$ cat config.mk
export PLATFORM = sky130hd
export DESIGN_NAME = exmode_ctrl
export DESIGN_NICKNAME = d
export VERILOG_FILES = /design/src/rtl/exmode_pkg.sv /design/src/rtl/exmode_perm.sv /design/src/rtl/exmode_path.sv /design/src/rtl/exmode_state.sv /design/src/rtl/exmode_ctrl.sv
export SDC_FILE = /design/constraint.sdc
export NUM_CORES = 1
export LEC_CHECK = 0
export ABC_AREA = 1
export BUFFER_PORTS_ARGS = -buffer_cell sky130_fd_sc_hd__buf_4
export CAP_MARGIN = 30
export CORE_AREA = 10 10 47 49
export CTS_CLUSTER_DIAMETER = 200
export DETAILED_ROUTE_END_ITERATION = 6
export DIE_AREA = 0 0 57 59
export GPL_TIMING_DRIVEN = 1
export PLACE_DENSITY_LB_ADDON = 0.25
export SLEW_MARGIN = 40
export SYNTH_ARGS = -nofsm -noshare
export SYNTH_HDL_FRONTEND = slang
export SYNTH_HIERARCHICAL = 1
export SYNTH_SLANG_ARGS = --single-unit
export TNS_END_PERCENT = 5
$ cat constraint.sdc
create_clock -name clk -period 1.1 [get_ports clk]
set_input_delay 0.11 -clock clk [delete_from_list [all_inputs] [get_ports clk]]
set_output_delay 0.11 -clock clk [all_outputs]
set_load 0.1 [all_outputs]
$ cat src/rtl/exmode_pkg.sv
package exmode_pkg;

    localparam int MODE_W = 2;

    typedef enum logic [MODE_W-1:0] {
        MD_SLAVE  = 2'b00,
        MD_MASTER = 2'b01,
        MD_ABS    = 2'b10
    } exec_mode_t;

    typedef struct packed {
        logic issue;
        logic priv_op;
        logic inh_req;
        logic ptr_sel;
        logic is_xfer;
        logic tgt_master;
    } instr_ctl_t;

    typedef struct packed {
        logic illegal;
        logic exec_ok;
        logic inhibit;
    } perm_t;

    function automatic logic mode_privileged(exec_mode_t m);
        return (m != MD_SLAVE);
    endfunction

    function automatic logic mode_virtual_fetch(exec_mode_t m);
        return (m != MD_ABS);
    endfunction

endpackage

$ cat src/rtl/exmode_perm.sv
module exmode_perm
    import exmode_pkg::*;
(
    input  exec_mode_t mode,
    input  instr_ctl_t ins,
    output perm_t      perm
);
    logic priv_ok;

    always_comb begin
        priv_ok      = mode_privileged(mode);
        perm.illegal = ins.issue & ins.priv_op & ~priv_ok;
        perm.exec_ok = ins.issue & ~perm.illegal;
        perm.inhibit = ins.issue & ins.inh_req & priv_ok;
    end
endmodule

$ cat src/rtl/exmode_path.sv
module exmode_path
    import exmode_pkg::*;
(
    input  exec_mode_t mode,
    input  logic       ptr_sel,
    output logic       ifetch_virt,
    output logic       opnd_virt
);
    always_comb begin
        ifetch_virt = mode_virtual_fetch(mode);
        opnd_virt   = ifetch_virt ? 1'b1 : ptr_sel;
    end
endmodule

$ cat src/rtl/exmode_state.sv
module exmode_state
    import exmode_pkg::*;
(
    input  logic       clk,
    input  logic       rst,
    input  instr_ctl_t ins,
    input  logic       trap_evt,
    input  logic       fault,
    input  logic       opnd_virt,
    output exec_mode_t mode
);
    exec_mode_t mode_nx;
    logic       leave_abs;

    always_comb begin
        leave_abs = (mode == MD_ABS) & ins.issue & ins.is_xfer & opnd_virt;
        mode_nx   = mode;
        if (trap_evt || fault) begin
            mode_nx = MD_ABS;
        end else if (leave_abs) begin
            mode_nx = ins.tgt_master ? MD_MASTER : MD_SLAVE;
        end
    end

    always_ff @(posedge clk) begin
        if (rst) begin
            mode <= MD_ABS;
        end else begin
            mode <= mode_nx;
        end
    end
endmodule

$ cat src/rtl/exmode_ctrl.sv
module exmode_ctrl
    import exmode_pkg::*;
(
    input  logic       clk,
    input  logic       rst,
    input  logic       issue,
    input  logic       priv_op,
    input  logic       inh_req,
    input  logic       ptr_sel,
    input  logic       is_xfer,
    input  logic       tgt_master,
    input  logic       trap_evt,
    output logic [1:0] mode_o,
    output logic       illegal_o,
    output logic       exec_ok,
    output logic       inhibit_o,
    output logic       ifetch_virt,
    output logic       opnd_virt
);
    exec_mode_t mode;
    instr_ctl_t ins;
    perm_t      perm;
    logic       opnd_v;

    always_comb begin
        ins.issue      = issue;
        ins.priv_op    = priv_op;
        ins.inh_req    = inh_req;
        ins.ptr_sel    = ptr_sel;
        ins.is_xfer    = is_xfer;
        ins.tgt_master = tgt_master;
    end

    exmode_perm u_perm (
        .mode (mode),
        .ins  (ins),
        .perm (perm)
    );

    exmode_path u_path (
        .mode        (mode),
        .ptr_sel     (ptr_sel),
        .ifetch_virt (ifetch_virt),
        .opnd_virt   (opnd_v)
    );

    exmode_state u_state (
        .clk       (clk),
        .rst       (rst),
        .ins       (ins),
        .trap_evt  (trap_evt),
        .fault     (perm.illegal),
        .opnd_virt (opnd_v),
        .mode      (mode)
    );

    assign mode_o    = mode;
    assign opnd_virt = opnd_v;
    assign illegal_o = perm.illegal;
    assign exec_ok   = perm.exec_ok;
    assign inhibit_o = perm.inhibit;
endmodule

=== Word level (Yosys, flattened, before mapping) ===
Index checks and enable logic that the tools add are counted.

* Input bits: 9
* Output and inout port bits: 7
* Register bits after elaboration: 2

* Muxes and demuxes: 2
* Reduce and logical (&&, ||, !) cells: 3
* Bitwise operators: 10
* Equality and inequality tests: 2

{| class="wikitable"
|+ Operator list
! operator !! number
|-
| $and 1x1->1 || 8
|-
| $eq 2x2->1 const B || 1
|-
| $mux 1 || 2
|-
| $ne 2x2->1 const B || 1
|-
| $not 1->1 || 2
|-
| $reduce_bool 2->1 || 1
|-
| $reduce_or 2->1 || 1
|-
| $logic_or 1x1->1 || 1
|}

=== Longest topological paths before layout ===
* Word-level depth: 5
* Depth in mapped cells: 7
* Mapped depth without buffers: 7

=== Modules after synthesis ===
The synthesis kept the hierarchy.

{| class="wikitable"
|+ Modules (own cells, without submodules)
! module !! instances !! cells an instance !! area an instance (um2)
|-
| exmode_state || 1 || 16 || 102.6
|-
| exmode_perm || 1 || 7 || 40.0
|-
| exmode_path || 1 || 4 || 21.3
|}

=== Worst setup path before layout ===
Ideal clock, no wire load.

* Kind: register to output
* Start: register u_state.mode[1]
* End: output inhibit_o
* Setup slack: -1.464 ns
* Stages on the path, launching flop included: 3
* Buffers on the path: 0
* Data arrival time: 2.454 ns
* Cell sequence: dfxtp_1 nor2_2 nor2_1

* Cells in the longest elaborated chain, start to end: 2

{| class="wikitable"
|+ RTL lines
! item !! RTL line !! source
|-
| from (decl) || exmode_state.sv:10 || <nowiki>output exec_mode_t mode</nowiki>
|-
| from (signal assigned) || exmode_state.sv:29 || <nowiki>mode <= mode_nx;</nowiki>
|-
| $reduce_bool 2->1 || exmode_pkg.sv:27 || <nowiki>return (m != MD_SLAVE);</nowiki>
|-
| $and 1x1->1 || exmode_perm.sv:14 || <nowiki>perm.inhibit = ins.issue & ins.inh_req & priv_ok;</nowiki>
|-
| to (decl) || exmode_ctrl.sv:16 || <nowiki>output logic inhibit_o,</nowiki>
|}

Every way passes these cells.

=== Worst setup path after layout ===
* Start: register u_state.mode[1]
* End: output exec_ok

* Cells in the longest elaborated chain, start to end: 5

{| class="wikitable"
|+ RTL lines
! item !! RTL line !! source
|-
| $reduce_bool 2->1 || exmode_pkg.sv:27 ||
|-
| $not 1->1 || exmode_perm.sv:12 || <nowiki>perm.illegal = ins.issue & ins.priv_op & ~priv_ok;</nowiki>
|-
| $and 1x1->1 || exmode_perm.sv:12 ||
|-
| $not 1->1 || exmode_perm.sv:13 || <nowiki>perm.exec_ok = ins.issue & ~perm.illegal;</nowiki>
|-
| $and 1x1->1 || exmode_perm.sv:13 ||
|-
| to (decl) || exmode_ctrl.sv:15 || <nowiki>output logic exec_ok,</nowiki>
|}

Every way passes these cells.

==> summary.txt <==
Synthesis
  – Ys flop type: dfxtp_1
  – EDFF count, synth: 0
  – Dominant cell type by area after synthesis: dfxtp_1
  – Ys async rst share: 0%
  – Synth cell count leaders: 7 x inv_1, 7 x nand2_1, 3 x nor2_1
  – Synthesized area: 164 um^2
  – Synth top area share: 24.4%
  – Synth Net Count: 36
  – Yosys warning count: 6
  – Syn avg cell area: 6.07 um^2
  – Post-synthesis sequential area ratio: 24.4%
  – Ranking of synthesized cells by area: dfxtp_1 24%, inv_1 16%, nand2_1 16%, a21oi_2 11%, nor2_2 7.6%
  – Syn Inst Count: 27
  – Synth Register Bits: 2
  – Number of library cell types mapped by synthesis: 9

Route
  – Via-per-instance ratio: 3.66
  – Drt first pass iters: 1
  – Total Wirelength: 610 um
  – DR WL/cell: 9.84 um
  – Post-route ant nets: 0
  – Drc violations: 0
  – Vias: 227
  – Initial DRC Count: 0

STA
  – Period Utilization, post-route: 103%
  – Final number of setup-violating endpoints: 3
  – Max Slew Vio Count: 0
  – Final hold vios: 0
  – Clock Skews: 0.000706 ns
  – PnR worst setup slack: -0.0300 ns
  – Maximum clock rate: 885 MHz
  – Final worst path period need: 1.13 ns
  – Slew HR: 81.4%
  – RSZ-0062 raised after global routing: yes
  – Slew of the pin with the lowest slew margin: 0.282 ns

Global route
  – Initial antenna violation count: 0
  – Vias in the first global route: 275
  – Total GRT Usage: 4.66%
  – First-pass GRT wire length: 1240 um
  – GRT Residual Overflow: 0
  – Largest net degree at the start of global routing: 7

Hold path
  – Hold Path Cell Cnt: 3
  – Worst Min Path Start: rst
  – WHS Endpoint: u_state/mode[1]
  – Hold Crit Class: input pin to flip-flop

Worst setup path
  – Reg-to-Reg End: u_state/mode[1]
  – Critical path buffers and inverters: 1
  – CP Launch Type: flip-flop
  – Slowest-stage cell, CP: dfxtp_4
  – CP required: 0.99 ns
  – Crit end category: output pin
  – Crit path launch: u_state/mode[1]
  – R2r setup slk: 0.09 ns
  – RR Startpoint: u_state/mode[0]
  – Cell Chain, Critical Path: nor2_4 -> a21oi_4 -> buf_12
  – Worst-case reg-to-reg path depth: 7
  – CP top delay family: flip-flops
  – CP max stage delay: 0.40 ns
  – Critical Path AT: 1.02 ns
  – Crit-path max FO: 6
  – Setup Crit Path Kind: flip-flop to output pin

Placement
  – Inst Count DP: 58
  – Routability congestion estimate: 0.674
  – PortBufs: 15
  – Detailed Place HPWL: 519 um

Pwr
  – Part of the power in combinational logic: 43.4%
  – Leak Pwr: 0.208 nW
  – Int Pwr: 0.258 mW
  – Switching share of power: 36.7%
  – Total power: 0.408 mW
  – Clk pwr share: 38.1%
  – Sequential power share: 18.5%
  – Pwr dens: 943 mW/mm^2
  – Peak supply drop: 274 uV
  – Sw Pwr: 0.150 mW

Finish
  – Fillcell total: 162
  – Fin nets: 57
  – Ant diodes: 0
  – Cell Count, Final, Fillers Out: 62
  – Regs by FF count: u_state/mode: 2 flops
  – Flip-flop count of the largest register after layout: 2
  – Layout cells sized above 1: 63.0%
  – Most flop-heavy register: u_state/mode
  – Area grow syn2layout: 164%

CTS
  – H-tree depth: 1
  – Worst skew pair latency: 0.22 ns
  – CTS Hold Buffers Added: 0
  – CTS root buffer: clkbuf_4
  – CTS tree: yes
  – Deepest clock path buffer count: 2
  – CTS buffer count: 3
  – Clock sink total: 2
  – Clock Pin Slew Worst Setup and Hold Paths: 0.03 ns

Run
  – Max cap viols: 0

Floorplanning
  – Die ar.: 0.00336 mm^2
  – Row Count: 14
  – Starting Density: 11.7%
  – Die Span X: 57 um
  – Core Box Area: 0.00140 mm^2
  – Die height: 59 um
  – # IOs: 16

Run status
  – Status: finished with violations
  – Failing checks: setup timing
## final cells by class
type                    count  area (um^2)  share of cell area (%)
clock buffers               3         22.5                    5.20
flip-flops and latches      2         47.5                    11.0
inverters                   7         26.3                    6.07
repair buffers             16          183                    42.2
well taps                  16         20.0                    4.62
multi-input cells          18          134                    30.9
## worst max path at each step
stage | to | slack [ns] | cells after the start
after detailed placement | u_state/mode[1] | 0.07 | 7
after global placement | exec_ok | 0.08 | 3
after CTS | exec_ok | -0.05 | 3
after global routing | illegal_o | -0.08 | 2
after floorplan | u_state/mode[0] | -0.56 | 4
final | exec_ok | -0.03 | 3
## cell usage in the layout (no fill, tap or decap), types with 2 or more instances in the layout
cell type and n:
buf_4 11, inv_1 7, nand2_1 7, buf_12 5, clkbuf_4 3, nor2_4 2
nor2_2 2, nand3_1 2, dfxtp_4 2
## through the flow
| stage | util [%] | area (um^2) | setup TNS [ns] | setup WS, ns | hold slack (ns) |
|---|---|---|---|---|---|
| global route | 30.9 | 433 | -0.353 | -0.0813 | 0.123 |
| CTS | 30.4 | 425 | -0.114 | -0.0456 | 0.0965 |
| finish | 30.9 | 433 | -0.0537 | -0.0300 | 0.105 |
| detailed placement | 23.8 | 333 | 0 | 0.0748 | 0.326 |
| floorplan | - | 200 | -2.21 | -0.555 | 0.229 |
| global placement | 23.8 | 333 | 0 | 0.0782 | 0.327 |
## worst register-to-register path, cell delays in order, from the launching register on
cell and delay [ns]:
dfxtp_4 0.39, inv_1 0.09, nand3_4 0.08, nand2_1 0.07, nor2_2 0.10, nand2_1 0.06, nand2_1 0.05, nand3_1 0.05
## power by group through the flow
stage / Sequential [mW] / Clock, mW / Combinational (mW)
finish: 0.0757 / 0.155 / 0.177
CTS: 0.0759 / 0.166 / 0.175
global placement: 0.0763 / 0 / 0.149
floorplan: 0.0869 / 0 / 0.0937
detailed placement: 0.0765 / 0 / 0.149
global route: 0.0764 / 0.164 / 0.188
## layer usage
| metal | vias up | wire (um) | global-route usage [%] |
|---|---|---|---|
| met1 | 95 | 233 | 4.74 |
| met3 | 2 | 76 | 2.79 |
| li1 | 119 | - | - |
| met5 | - | 0 | 0 |
| met4 | 0 | 19 | 4.03 |
| met2 | 11 | 282 | 6.67 |
## logic make-up (layout without fill, tap and decap cells)
logic type	after synthesis	count (layout)	share of synthesized area, %
compound gates	2	2	10.7
buf+inv	7	26	16.0
flops	2	2	24.4
simple gates	16	16	48.9
## what timing repair did
item	CTS	global route
gates cloned	0	0
gates resized for setup	15	2
pin swaps	0	0
setup endpoints to repair	5	7
buffers inserted	1	0
No activity file was read; power rests on OpenSTA's default activity.
